===== src/rtl/dackwd_pkg.sv =====
package dackwd_pkg;

  typedef enum logic [1:0] {
    ST_IDLE  = 2'd0,
    ST_COUNT = 2'd1,
    ST_DUMMY = 2'd2,
    ST_HOLD  = 2'd3
  } dw_state_e;

  function automatic logic [7:0] rev8(input logic [7:0] v);
    logic [7:0] r;
    for (int i = 0; i < 8; i++) r[i] = v[7-i];
    return r;
  endfunction

endpackage


===== src/rtl/dackwd_limit.sv =====
module dackwd_limit #(
  parameter int          CODE_W  = 8,
  parameter int          LIM_OFS = 6,
  parameter int          LIM_W   = 9,
  parameter logic [7:0]  CFG_RST = 8'h80
) (
  input  logic              clk,
  input  logic              rst,
  input  logic              cfg_wr,
  input  logic [CODE_W-1:0] cfg_din,
  output logic [LIM_W-1:0]  limit
);
  logic [CODE_W-1:0] code_q;
  logic [CODE_W-1:0] code_rev;

  always_ff @(posedge clk) begin
    if (rst)         code_q <= CODE_W'(CFG_RST);
    else if (cfg_wr) code_q <= cfg_din;
  end

  // Reverse the bit order of the code, one bit per generate slice.
  for (genvar i = 0; i < CODE_W; i++) begin : g_rev
    assign code_rev[i] = code_q[CODE_W-1-i];
  end

  assign limit = LIM_W'(code_rev) + LIM_W'(LIM_OFS);
endmodule


===== src/rtl/dackwd_edges.sv =====
module dackwd_edges (
  input  logic clk,
  input  logic rst,
  input  logic host_dack_n,
  input  logic host_ior_n,
  input  logic host_iow_n,
  output logic dack_fall,
  output logic cmd_fall
);
  logic dack_q, ior_q, iow_q;

  always_ff @(posedge clk) begin
    if (rst) begin
      dack_q <= 1'b1;
      ior_q  <= 1'b1;
      iow_q  <= 1'b1;
    end else begin
      dack_q <= host_dack_n;
      ior_q  <= host_ior_n;
      iow_q  <= host_iow_n;
    end
  end

  assign dack_fall = dack_q & ~host_dack_n;
  assign cmd_fall  = (ior_q & ~host_ior_n) | (iow_q & ~host_iow_n);
endmodule


===== src/rtl/dackwd_ctrl.sv =====
module dackwd_ctrl
  import dackwd_pkg::*;
#(
  parameter int LIM_W = 9,
  parameter int PULSE = 4
) (
  input  logic             clk,
  input  logic             rst,
  input  logic             host_dack_n,
  input  logic             host_tc,
  input  logic             dack_fall,
  input  logic             cmd_fall,
  input  logic [LIM_W-1:0] limit,
  output logic             card_dack_n,
  output logic             card_rd_n,
  output logic             card_tc,
  output logic             busy
);
  localparam int PW = $clog2(PULSE) + 1;
  localparam logic [PW-1:0] P_LAST = PW'(PULSE - 1);

  dw_state_e        st_q, st_nx;
  logic [LIM_W-1:0] cnt_q, cnt_nx;
  logic [PW-1:0]    pc_q, pc_nx;

  always_comb begin
    st_nx  = st_q;
    cnt_nx = cnt_q;
    pc_nx  = pc_q;
    unique case (st_q)
      ST_IDLE: begin
        if (dack_fall) begin
          st_nx  = ST_COUNT;
          cnt_nx = LIM_W'(1);
        end
      end
      ST_COUNT: begin
        if (host_dack_n)         st_nx = ST_IDLE;
        else if (cmd_fall)       st_nx = ST_HOLD;
        else if (cnt_q == limit) begin
          st_nx = ST_DUMMY;
          pc_nx = '0;
        end else                 cnt_nx = cnt_q + LIM_W'(1);
      end
      ST_DUMMY: begin
        if (pc_q == P_LAST) st_nx = ST_HOLD;
        else                pc_nx = pc_q + PW'(1);
      end
      ST_HOLD: begin
        if (host_dack_n) st_nx = ST_IDLE;
      end
      default: st_nx = ST_IDLE;
    endcase
  end

  always_ff @(posedge clk) begin
    if (rst) begin
      st_q        <= ST_IDLE;
      cnt_q       <= '0;
      pc_q        <= '0;
      card_dack_n <= 1'b1;
      card_rd_n   <= 1'b1;
      card_tc     <= 1'b0;
      busy        <= 1'b0;
    end else begin
      st_q        <= st_nx;
      cnt_q       <= cnt_nx;
      pc_q        <= pc_nx;
      card_dack_n <= (st_nx != ST_DUMMY);
      card_rd_n   <= (st_nx != ST_DUMMY);
      card_tc     <= (st_nx == ST_DUMMY) & host_tc;
      busy        <= (st_nx == ST_DUMMY);
    end
  end
endmodule


===== src/rtl/dack_watchdog.sv =====
module dack_watchdog #(
  parameter int          CODE_W  = 8,
  parameter int          LIM_OFS = 6,
  parameter int          PULSE   = 4,
  parameter logic [7:0]  CFG_RST = 8'h80
) (
  input  logic              clk,
  input  logic              rst,
  input  logic              host_dack_n,
  input  logic              host_ior_n,
  input  logic              host_iow_n,
  input  logic              host_tc,
  input  logic              cfg_wr,
  input  logic [CODE_W-1:0] cfg_din,
  output logic              card_dack_n,
  output logic              card_tc,
  output logic              card_rd_n,
  output logic              busy
);
  localparam int LIM_W = $clog2((1 << CODE_W) + LIM_OFS + 1);

  logic [LIM_W-1:0] limit;
  logic             dack_fall, cmd_fall;

  dackwd_limit #(
    .CODE_W(CODE_W), .LIM_OFS(LIM_OFS), .LIM_W(LIM_W), .CFG_RST(CFG_RST)
  ) u_limit (
    .clk(clk), .rst(rst), .cfg_wr(cfg_wr), .cfg_din(cfg_din), .limit(limit)
  );

  dackwd_edges u_edges (
    .clk(clk), .rst(rst),
    .host_dack_n(host_dack_n), .host_ior_n(host_ior_n), .host_iow_n(host_iow_n),
    .dack_fall(dack_fall), .cmd_fall(cmd_fall)
  );

  dackwd_ctrl #(.LIM_W(LIM_W), .PULSE(PULSE)) u_ctrl (
    .clk(clk), .rst(rst),
    .host_dack_n(host_dack_n), .host_tc(host_tc),
    .dack_fall(dack_fall), .cmd_fall(cmd_fall), .limit(limit),
    .card_dack_n(card_dack_n), .card_rd_n(card_rd_n),
    .card_tc(card_tc), .busy(busy)
  );
endmodule


===== config.mk =====
export PLATFORM = sky130hd
export DESIGN_NAME = dack_watchdog
export DESIGN_NICKNAME = d
export VERILOG_FILES = /design/src/rtl/dackwd_pkg.sv /design/src/rtl/dackwd_limit.sv /design/src/rtl/dackwd_edges.sv /design/src/rtl/dackwd_ctrl.sv /design/src/rtl/dack_watchdog.sv
export SDC_FILE = /design/constraint.sdc
export NUM_CORES = 1
export LEC_CHECK = 0
export BUFFER_PORTS_ARGS = -buffer_cell sky130_fd_sc_hd__buf_2
export CORE_MARGIN = 10
export CORE_UTILIZATION = 50
export DETAILED_ROUTE_END_ITERATION = 7
export GPL_TIMING_DRIVEN = 1
export PLACE_DENSITY = 0.77
export SYNTH_ARGS = -nofsm -noshare
export SYNTH_HDL_FRONTEND = slang
export SYNTH_SLANG_ARGS = --single-unit

===== constraint.sdc =====
create_clock -name clk -period 2.5 [get_ports clk]
set_input_delay 0.375 -clock clk [delete_from_list [all_inputs] [get_ports clk]]
set_output_delay 0.375 -clock clk [all_outputs]
set_load 0.01 [all_outputs]

==> results.yml <==
outcome:
  outcome: "completed"
layout:
  design_area_um2: 1630
  nets: 198
  regArea_um2: 566
  drive_above_1_share_pct: 21.9
  multiInputGateArea_um2: 816
  antenna-diode-count: 0
  fin_util_pct: 59.7
  fill_cells: 231
  area_growth_syn_to_layout_pct: 14.4
yosys:
  synth_area_um2: 1430
  synth_area_leaders: "dfxtp_1, mux2i_1, nor2_1"
  yosysTopAreaCell: "dfxtp_1"
  syn_nets: 179
  synth-seq-area-share_pct: 39.3
  dominantRegCellSynth: "dfxtp_1"
  postSynth.asyncResetShare_pct: 0
  yosys_warnings: 0
  synth_top_area_share_pct: 39.3
  synth_area_per_cell_um2: 8.91
  synth_cell_types: 41
  ys_ff_latch: 28
  synthCells: 160
  synth-edff-count: 0
cts:
  clock-sinks: 28
  cts_tree: "built"
  cts_buffer_depth: 2
  clock_latency_ps: 330
  cts-root-buf: "clkbuf_4"
  clk_pin_slew_ps: 150
  cts_buffers: 3
  ctsHtreeMaxLevel: 1
placed_design:
  io_buffers: 18
  place_area_um2: 1530
  dp.final_hpwl_um: 2190
  gp_congestion: 0.820
sta:
  slew_headroom_pct: 52.4
  skew_ps: 1.50
  fmax_mhz: 412
  drv_slew: 0
  setup_tns_ps: 0
  hold_slack_ps: 236
  period_share_pct: 97.1
  period_needed_ps: 2430
  worst_pin_slew_ps: 713
  finalSetupViolCount: 0
  hold_viol_final: 0
grt:
  grt_pass1_vias: 1118
  track_usage_pct: 10.8
  grt_pass1_wl_um: 4770
  antenna_found_initial: 0
  grt_max_degree: 22
  grt_overflow: 0
drt:
  dr_total_vias: 1184
  viasPerCell: 5.67
  routedWlPerCell_um: 14.6
  drtIter0Drc: 36
  ant_nets: 0
  wl_met3_um: 144
  wl_um: 3060
  drc: 0
  drt-met1-wl_um: 1320
  drt_pass1_iterations: 4
  top_layer: "met4"
  wl_met2_um: 1550
die:
  initial_core_util_pct: 52.2
  die-area_um2: 5390
  die_w_um: 73.4
  ios: 19
  dieHeight_um: 73.4
  num_rows: 19
  core_area_um2: 2730
pwr:
  ir_worst_vdd_mv: 0.458
  p_leak_nw: 0.640
  power.density_nw_per_um2: 545
  total_power_w: 0.000889
worst_setup_path:
  cp.required_ps: 2780
  cp_data_arrival_time_ps: 2700
  path_class: "register to register"
  critical_path.max_fanout: 12
  cp-start-kind: "register"
  worstSetupEndpointType: "register"
run:
  drv_cap: 0
worst_hold_path:
  hp-class: "primary input to register"
[flip-flops by register name (all words and copies together), names as in the netlist]
register / cells
u_limit.code_q: 8
u_ctrl.cnt_q: 9
u_edges.dack_q: 1
u_edges.ior_q: 1
u_ctrl.pc_q: 3
u_ctrl.card_tc: 1
u_edges.iow_q: 1
u_ctrl.busy: 1
u_ctrl.st_q: 2
u_ctrl.card_dack_n: 1
[logic make-up after synthesis]
kind of cell,share of synthesized area [%]
AND/OR/NAND/NOR,21.1
multiplexers,6.32
buffers and inverters,5.00
flip-flops,39.3
adder cells (fa/ha/maj),3.51
XOR/XNOR,7.37
AO/OA/AOI/OAI,17.4
[metrics by stage]
stage | cells | setup slack (ps)
after floorplan | 160 | 203
after global placement | 203 | 113
after detailed placement | 203 | -10.1
after CTS | 208 | 24.4
after global routing | 209 | -53.6
final | 209 | 73.7
[area by class of cell]
cell class / instances / share of cell area [%]
timing repair buffer: 21 / 7.67
inverter: 9 / 2.07
multi-input combinational: 116 / 50.0
clock inverter: 1 / 1.84
clock buffer: 3 / 1.38
sequential: 28 / 34.7
tap: 31 / 2.38
[routing by layer]
metal	global-route usage [%]	up-vias
li1	-	602
met1	12.5	555
met2	18.4	23
met3	2.42	4
met4	4.97	0
met5	0	-
[cells in the final DEF (no fill, tap or decap), types with 4 or more instances in the layout]
master	synthesis	layout
xor2_1	6	6
dfxtp_1	28	26
buf_2	0	18
nor3_1	4	4
ha_1	4	4
nand2_1	9	9
inv_1	9	9
nand3_1	9	8
xnor2_1	6	6
nor2_1	15	15
or2_2	4	4
nand2b_1	4	4
mux2i_1	9	9
a21oi_1	5	5
[power breakdown]
part / internal (W) / switching [W]
registers: 0.000462 / 0.0000188
clock network: 0.000162 / 0.000135
logic: 0.0000523 / 0.0000594
[critical path, stage by stage, from the launching register on]
cell and delay (ps):
dfxtp_2 380, inv_1 50, ha_1 200, buf_4 150
a21bo_1 200, o22ai_2 160, o21ai_2 110, a31oi_2 250
o21ai_2 90, buf_12 150, or4_1 490, a21boi_1 140
[cell usage after synthesis (4+ instances only)]
master,count
nor2_1,15
nand3_1,9
a31oi_1,4
inv_1,9
or2_2,4
mux2i_1,9
clkbuf_1,4
dfxtp_1,28
nand2b_1,4
xnor2_1,6
nor3_1,4
a21oi_1,5
nand2_1,9
xor2_1,6
ha_1,4
[worst paths after layout]
path | startpoint | to | slack (ps) | depth (start not counted)
worst min-delay path | host_ior_n | u_edges.ior_q | 240 | 2
worst min register to register | u_ctrl.pc_q[1] | u_ctrl.pc_q[1] | 500 | 2
worst max-delay path | u_limit.code_q[5] | u_ctrl.cnt_q[6] | 70 | 11
worst max register to register | u_limit.code_q[5] | u_ctrl.cnt_q[6] | 70 | 11
[timing repair]
item / 4_1_cts / 5_1_grt
setup buffers: 1 / 1
resized for setup: 1 / 7
setup endpoints to repair: 4 / 12
endpoints found under the hold margin: 0 / 0
pin swaps: 2 / 4
hold buffers: 0 / 0
Note: power is estimated with default switching activity, not from simulation.
